<file path="config.mk">
export PLATFORM = sky130hd
export DESIGN_NAME = run_interlock_ctrl
export DESIGN_NICKNAME = d
export VERILOG_FILES = /design/src/rtl/runlk_pkg.sv /design/src/rtl/runlk_cond_reduce.sv /design/src/rtl/runlk_restart_latch.sv /design/src/rtl/runlk_run_seal.sv /design/src/rtl/run_interlock_ctrl.sv
export SDC_FILE = /design/constraint.sdc
export NUM_CORES = 1
export LEC_CHECK = 0
export ABC_CLOCK_PERIOD_IN_PS = 1000
export BUFFER_PORTS_ARGS = -buffer_cell sky130_fd_sc_hd__buf_4
export CORE_AREA = 2 2 39 41
export CTS_CLUSTER_SIZE = 28
export DETAILED_ROUTE_END_ITERATION = 12
export DIE_AREA = 0 0 41 43
export PLACE_DENSITY = 0.34
export SYNTH_ARGS = -nofsm -noshare
export SYNTH_HDL_FRONTEND = slang
export SYNTH_HIERARCHICAL = 1
export SYNTH_SLANG_ARGS = --single-unit
</file>
<file path="constraint.sdc">
create_clock -name clk_i -period 1 [get_ports clk_i]
set_input_delay 0.15 -clock clk_i [delete_from_list [all_inputs] [get_ports clk_i]]
set_output_delay 0.15 -clock clk_i [all_outputs]
set_load 0.01 [all_outputs]
</file>
<file path="src/rtl/runlk_pkg.sv">
package runlk_pkg;
  typedef struct packed {
    logic perm_all;
    logic ilk_all;
  } cond_t;

  typedef enum logic [1:0] {
    RUN_IDLE   = 2'b00,
    RUN_ACTIVE = 2'b01
  } run_state_e;
endpackage

</file>
<file path="src/rtl/runlk_cond_reduce.sv">
module runlk_cond_reduce #(
  parameter int unsigned WIDTH = 4
) (
  input  logic [WIDTH-1:0] bits_i,
  output logic             all_o
);
  localparam int unsigned LAST = WIDTH - 1;

  logic [WIDTH-1:0] chain;

  genvar g;
  generate
    for (g = 0; g < WIDTH; g++) begin : g_chain
      if (g == 0) begin : g_first
        assign chain[g] = bits_i[g];
      end else begin : g_next
        assign chain[g] = chain[g-1] & bits_i[g];
      end
    end
  endgenerate

  assign all_o = chain[LAST];
endmodule

</file>
<file path="src/rtl/runlk_restart_latch.sv">
module runlk_restart_latch (
  input  logic clk_i,
  input  logic rst_i,
  input  logic stop_ok_i,
  input  logic reset_pb_i,
  output logic pending_o
);
  logic pending_q;

  always_ff @(posedge clk_i) begin
    if (rst_i)                        pending_q <= 1'b1;
    else if (!stop_ok_i)              pending_q <= 1'b1;
    else if (reset_pb_i)              pending_q <= 1'b0;
  end

  assign pending_o = pending_q;

  // a stop loss arms the latch at the next edge
  p_arm_on_loss_r5: assert property (@(posedge clk_i) disable iff (rst_i)
    !stop_ok_i |=> pending_q);

  // clearing needs a healthy reset press
  p_clear_healthy_r6: assert property (@(posedge clk_i) disable iff (rst_i)
    $fell(pending_q) |-> $past(reset_pb_i && stop_ok_i));
endmodule

</file>
<file path="src/rtl/runlk_run_seal.sv">
module runlk_run_seal
  import runlk_pkg::*;
(
  input  logic  clk_i,
  input  logic  rst_i,
  input  logic  start_pb_i,
  input  logic  auto_mode_i,
  input  cond_t cond_i,
  input  logic  stop_ok_i,
  input  logic  trip_i,
  input  logic  pending_i,
  output logic  run_o
);
  run_state_e state_q, state_d;
  logic hold_ok, start_ok;

  assign hold_ok  = cond_i.ilk_all & stop_ok_i & ~trip_i & ~pending_i;
  assign start_ok = start_pb_i & auto_mode_i & cond_i.perm_all & hold_ok;

  always_comb begin
    state_d = state_q;
    case (state_q)
      RUN_IDLE:   if (start_ok) state_d = RUN_ACTIVE;
      RUN_ACTIVE: if (!hold_ok) state_d = RUN_IDLE;
      default:    state_d = RUN_IDLE;
    endcase
  end

  always_ff @(posedge clk_i) begin
    if (rst_i) state_q <= RUN_IDLE;
    else       state_q <= state_d;
  end

  assign run_o = (state_q == RUN_ACTIVE);

  // an interlock loss clears the run command at the next edge
  p_ilk_drop_r4: assert property (@(posedge clk_i) disable iff (rst_i)
    !cond_i.ilk_all |=> !run_o);

  // stop loss clears the run command
  p_stop_drop_r5: assert property (@(posedge clk_i) disable iff (rst_i)
    !stop_ok_i |=> !run_o);

  // a trip clears the run command
  p_trip_drop_r12: assert property (@(posedge clk_i) disable iff (rst_i)
    trip_i |=> !run_o);

  // a rising command is backed by a full start request
  p_start_gate_r2: assert property (@(posedge clk_i) disable iff (rst_i)
    $rose(run_o) |-> $past(start_pb_i && auto_mode_i && cond_i.perm_all));
endmodule

</file>
<file path="src/rtl/run_interlock_ctrl.sv">
module run_interlock_ctrl
  import runlk_pkg::*;
#(
  parameter int unsigned N_PERM = 4,
  parameter int unsigned N_ILK  = 4
) (
  input  logic              clk_i,
  input  logic              rst_i,
  input  logic              start_pb_i,
  input  logic              reset_pb_i,
  input  logic              auto_mode_i,
  input  logic [N_PERM-1:0] perm_i,
  input  logic [N_ILK-1:0]  ilk_i,
  input  logic              stop_ok_i,
  input  logic              trip_i,
  output logic              run_o,
  output logic              reset_req_o,
  output logic              fault_o
);
  cond_t cond;
  logic  pending;

  runlk_cond_reduce #(.WIDTH(N_PERM)) u_perm (
    .bits_i(perm_i),
    .all_o (cond.perm_all)
  );

  runlk_cond_reduce #(.WIDTH(N_ILK)) u_ilk (
    .bits_i(ilk_i),
    .all_o (cond.ilk_all)
  );

  runlk_restart_latch u_latch (
    .clk_i     (clk_i),
    .rst_i     (rst_i),
    .stop_ok_i (stop_ok_i),
    .reset_pb_i(reset_pb_i),
    .pending_o (pending)
  );

  runlk_run_seal u_seal (
    .clk_i      (clk_i),
    .rst_i      (rst_i),
    .start_pb_i (start_pb_i),
    .auto_mode_i(auto_mode_i),
    .cond_i     (cond),
    .stop_ok_i  (stop_ok_i),
    .trip_i     (trip_i),
    .pending_i  (pending),
    .run_o      (run_o)
  );

  assign reset_req_o = pending;
  assign fault_o     = pending | trip_i;

  // the run command never rises out of a pending reset
  p_no_auto_restart_r7: assert property (@(posedge clk_i) disable iff (rst_i)
    $rose(run_o) |-> $past(!reset_req_o));

  // reset leaves the block stopped with reset pending
  p_reset_state_r1: assert property (@(posedge clk_i)
    rst_i |=> (!run_o && reset_req_o));
endmodule

</file>
Word level (Yosys, flattened, before mapping)

Index checks and enable logic that the tools add are counted.

Input bits: 15
Register bits: 3
Logic and storage cells: 27
Output and inout bits: 3

Bitwise gates (word level): 16
Equality and inequality tests: 3
Mux-type cells: 3
Reductions and logical operators: 3

Operators with widths:

| cell                                                   | count |
|---|---|
| bitwise AND 1 bit                                      | 12 |
| two-way mux 2 bit                                      | 2 |
| one-hot mux 2 bit (2 select lines)                     | 1 |
| inverter 1 bit                                         | 3 |
| == test 2 x 1 -> 1 bit (second input constant)         | 1 |
| zero test 2 bit                                        | 1 |
| inequality test 2 x 1 -> 1 bit (second input constant) | 1 |
| inequality test 2 bit (second input constant)          | 1 |
| AND reduction 2 bit                                    | 1 |
| OR reduction 2 bit                                     | 1 |
| bitwise OR 1 bit                                       | 1 |

Logic depth before layout (Yosys ltp)

Depth after elaboration: 9
Mapped depth: 3
Mapped depth without buffers: 3

Cells and area by module

The synthesis kept the hierarchy.

By module, submodules not included:

| module              | instances | cells an instance | area each (µm²) | seq. area each (µm²) |
|---|---|---|---|---|
| runlk_run_seal      | 1         | 4                 | 42.5            | 20.0 |
| runlk_restart_latch | 1         | 3                 | 33.8            | 20.0 |
| runlk_cond_reduce   | 2         | 1                 | 8.8             | 0.0 |
| run_interlock_ctrl  | 1         | 1                 | 6.3             | 0.0 |

Worst setup path after synthesis

Ideal clock, no wire load.

Path type: reg-to-output
Start point: register u_latch.pending_q, in the netlist u_latch/pending_o
End point: output fault_o
Path slack: 0.272 ns
Required time: 0.850 ns
Stages on the path, launching flop included: 2
Buffers on the path: 0
Arrival: 0.578 ns
Cell sequence: dfxtp_1 or2_1

Word-level cells in the longest chain between the ends: 1

RTL lines:

| what                     | RTL line                  | text |
|---|---|---|
| start: declaration       | runlk_restart_latch.sv:8  | `logic pending_q;` |
| start signal: assignment | runlk_restart_latch.sv:11 | `if (rst_i) pending_q <= 1'b1;` |
| start signal: assignment | runlk_restart_latch.sv:12 | `else if (!stop_ok_i) pending_q <= 1'b1;` |
| start signal: assignment | runlk_restart_latch.sv:13 | `else if (reset_pb_i) pending_q <= 1'b0;` |
| bitwise OR 1 bit         | run_interlock_ctrl.sv:54  | `assign fault_o = pending \| trip_i;` |
| end: declaration         | run_interlock_ctrl.sv:18  | `output logic fault_o` |

Every way passes these cells.

Final worst setup path

Ends and elaborated chain as after synthesis.

==> results.md <==
- The static leakage power is 0.1323 nW.
- The filler cells instantiated in the layout total 152.
- The congestion estimate from routability-driven global placement came to 0.6450.
- The worst register-to-register path ends at u_seal/state_q[0].
- Averaged over all synthesized cells, the footprint is 10.01 µm².
- The worst hold slack is 0.09419 ns.
- The primary flip-flop cell chosen by synthesis mapping is sky130_fd_sc_hd__dfxtp_1.
- In this run the power density over the cells is 1152 nW/µm².
- The slowest stage of the critical path belongs to the cell sky130_fd_sc_hd__dfxtp_2.
- The CTS tree is done.
- After detailed placement, the total cell area comes to 247.7 µm².
- Across all setup checks in the final design, the least slack found is -0.009233 ns.
- The net count of the finished layout is 48.
- The instance count of the mapped netlist is 10.
- The final critical-path required period is 1.009 ns.
- The worst hold path belongs to the class in2reg.
- From bottom edge to top edge, the die measures 43 µm.
- The launching element type of the critical path is a flop.
- The final routed wire length divided by cell count is 9.723 µm.
- Buffers inserted during clock tree synthesis total 3.
- The tool flagged a number of max-cap violations equal to 0.
- The final design utilization is 20.43%.
- For this block, the initial DRC count from the detailed router was 2.
- The synthesized design spends more area on one cell type than any other, namely sky130_fd_sc_hd__dfxtp_1.
- The post-synthesis instance area is 100.1 µm².
- Along the worst path, the maximum fanout reaches 2.
- Cell internal power was estimated by the tool at 261.5 µW.
- The data required time at the worst endpoint is 0.85 ns.
- The share of layout cells above drive strength 1 is 70.97%.
- The net count of the mapped netlist is 25.
- Along the worst hold path, the cell count comes to 2.
- The first global-routing pass estimated 703 µm of wire.
- During I/O placement, the number of pins put on the boundary was 18.
- Setup repair after global routing could not meet its margin everywhere.
- The end point of the most critical hold path is u_seal/state_q[0].
- The post-synthesis async set-or-reset flop share is 0%.
- The biggest cell delay along the critical path is 0.31 ns.
- Total power for the finished layout comes to 325.7 µW.
- The total number of vias is 174.
- The die covers 1763 µm².
- The final number of hold-violating endpoints is 0.
- The routed design has 457 µm of wire.
- The transition at the pin with the smallest max-transition slack is 0.1358 ns.
- The number of nets with antenna violations after routing is 0.
- The critical path endpoint category is an output port.
- The setup check on the worst reg-to-reg path leaves a slack of 0.15 ns.
- Once layout is done, the placed cells without fillers occupy 282.8 µm².
- The critical path starts at u_latch/pending_o.
- The portion of the clock cycle consumed by the worst path in the final layout is 100.9%.
- The ratio of routed vias to standard cells is 3.702.
- The synthesis-to-layout area growth is 182.5%.
- The number of DRC violations after detailed routing is 0.
- The repair_antennas step left the layout with diodes totalling 0.
- The kind of cell with the highest combined delay along the critical path is flip-flops.
- Counting cells, the worst reg-to-reg path comes to 3.
- The clock sink count is 2.
- Clock-pin slew was measured on the worst setup and hold paths at 0.03 ns.
- The number of enable flip-flop cells after synthesis is 0.
- Of the total power, combinational logic draws 18.5%.
- The commonest cells after synthesis are sky130_fd_sc_hd__and4_1, sky130_fd_sc_hd__dfxtp_1.
- Net switching is 19.71% of the power.
- The startpoint identified for the worst hold timing path is trip_i.
- Once the floorplan was initialized, standard cells occupied 7.233% of the core.
- Of the post-synthesis cell area, the dominant cell type holds 40.00%.
- IR analysis of the VDD net gives a maximum drop of 0.0003449 V.
- The buffer levels on the longest clock path is 2.
- The run finished, with violations left.
- The part of the power in the clock network is 55.8%.
- For this design the total switching power over the nets is 64.20 µW.
- The clock root buffer master is sky130_fd_sc_hd__clkbuf_4.
- The via count of the first global-routing pass is 174.
- The checks that failed: setup timing.
- Timing would allow up to 990.9 MHz.
- The count of buffers added on input and output ports is 17.
- The core region is 1384 µm².
- The worst setup path is of the reg2out kind.
- The final global-route overflow total is 0.
- The number of buffers and inverters on the critical path is 1.
- Ranked by total cell area, the synthesized netlist is headed by sky130_fd_sc_hd__dfxtp_1, sky130_fd_sc_hd__and4_1, sky130_fd_sc_hd__nand4bb_1, sky130_fd_sc_hd__nand3b_1, sky130_fd_sc_hd__a31oi_1.
- Clock latency on the worst-skew pair, taken at its later pin, is 0.23 ns.
- Yosys mapped the design onto 8 distinct sky130hd cell types.
- The first detailed-routing pass took 2 iterations.
- Traced cell by cell, the critical path runs through or2_1, buf_6.
- The initial antenna violation count is 0.
- In this run the tightest slew margin relative to its limit is 90.91%.
- In this run, post-CTS hold repair placed 0 buffers.
- Adding up every negative setup slack in the final design gives -0.009233 ns.
- Counting buffers and inverters, the worst setup path is 2 cells deep.
- Of the synthesized area, sequential elements account for 40.00%.
- After synthesis the netlist holds a flip-flop and latch count of 2.
- Setup violations remaining at the end of the flow were counted as 1.
- In the global route stage, overall resource usage came out at 7.114%.
- The share of power burned in registers is 25.7%.
- CTS built an H-tree with a depth of 1.
- Row generation in the floorplan step produced 14 rows.
- The critical path data arrival time is 0.86 ns.
- The largest net degree at the start of global routing is 4.
- From left edge to right edge, the die measures 41 µm.
- The Yosys step of the flow raised 6 warnings.
- The number of max-slew violations in the final report was 0.
- The worst register-to-register path begins at u_latch/pending_o.
- Across the routed clock network, the largest skew measured is 0.001885 ns.
==> worst reg2reg max path: stages (launching register included) <==
cell and delay, ns:
sky130_fd_sc_hd__dfxtp_2 0.31, sky130_fd_sc_hd__buf_4 0.13, sky130_fd_sc_hd__nand4bb_1 0.17, sky130_fd_sc_hd__nor3_1 0.16
==> power groups by stage <==
| stage | combinational, mW | sequential (mW) | clock (mW) |
|---|---|---|---|
| final | 0.0604 | 0.0836 | 0.182 |
| after global routing | 0.0664 | 0.0837 | 0.207 |
| after CTS | 0.0614 | 0.0836 | 0.192 |
| after detailed placement | 0.0566 | 0.0852 | 0 |
| after global placement | 0.0563 | 0.0848 | 0 |
| after floorplan | 0.00781 | 0.0857 | 0 |
==> state kept, by name (all words and copies together), names as in the netlist <==
| name | count |
|---|---|
| u_seal/state_q | 1 |
| u_latch/pending_o | 1 |
==> stage by stage <==
| stage | std cells | worst slack, ns |
|---|---|---|
| 2_1_floorplan | 10 | 0.2719 |
| 3_3_place_gp | 43 | 0.2037 |
| 3_5_place_dp | 43 | 0.1940 |
| 4_1_cts | 47 | -0.01845 |
| 5_1_grt | 47 | -0.04616 |
| 6_report | 47 | -0.009233 |
==> cell type report <==
class	instances	area, µm²	area share (%)
timing repair buffer	18	138.9	49.12
multi-input combinational	8	60.06	21.24
sequential	2	41.29	14.60
clock buffer	3	22.52	7.965
tap	16	20.02	7.080
==> cells by family after synthesis <==
| kind of cell | count (synthesis) | share of synthesized area [%] |
|---|---|---|
| DFF | 2 | 40.00 |
| and+or+nand+nor | 7 | 53.76 |
| AOI/OAI and AO/OA | 1 | 6.254 |
==> repair_timing <==
item	in CTS	in global routing
buffers inserted	1	0
cloned	0	0
gates resized for setup	2	0
endpoints found under the setup margin	1	1
endpoints found under the hold margin	0	0
==> per-layer routing <==
metal  vias up  part of all wire, %  GRT usage [%]
li1         83                    -              -
met1        71                   49          8.307
met2        20                   28          5.938
met3         0                   23          10.47
met4         0                    0          4.000
met5         -                    0              0
==> worst max path at each step <==
stage,slack [ns],end
finish,-0.009,fault_o
floorplan,0.27,fault_o
detailed placement,0.19,fault_o
global placement,0.20,u_seal/state_q[0]
global route,-0.05,fault_o
CTS,-0.02,fault_o
==> cells in the final DEF, fill, tap and decap left out, drive strengths merged <==
master and count:
or2 1, buf 18, a31oi 1, dfxtp 2, nor3 1, clkbuf 3
nand2b 1, nand3b 1, nand4bb 1, and4 2
Power figures use the tool's default switching activity.
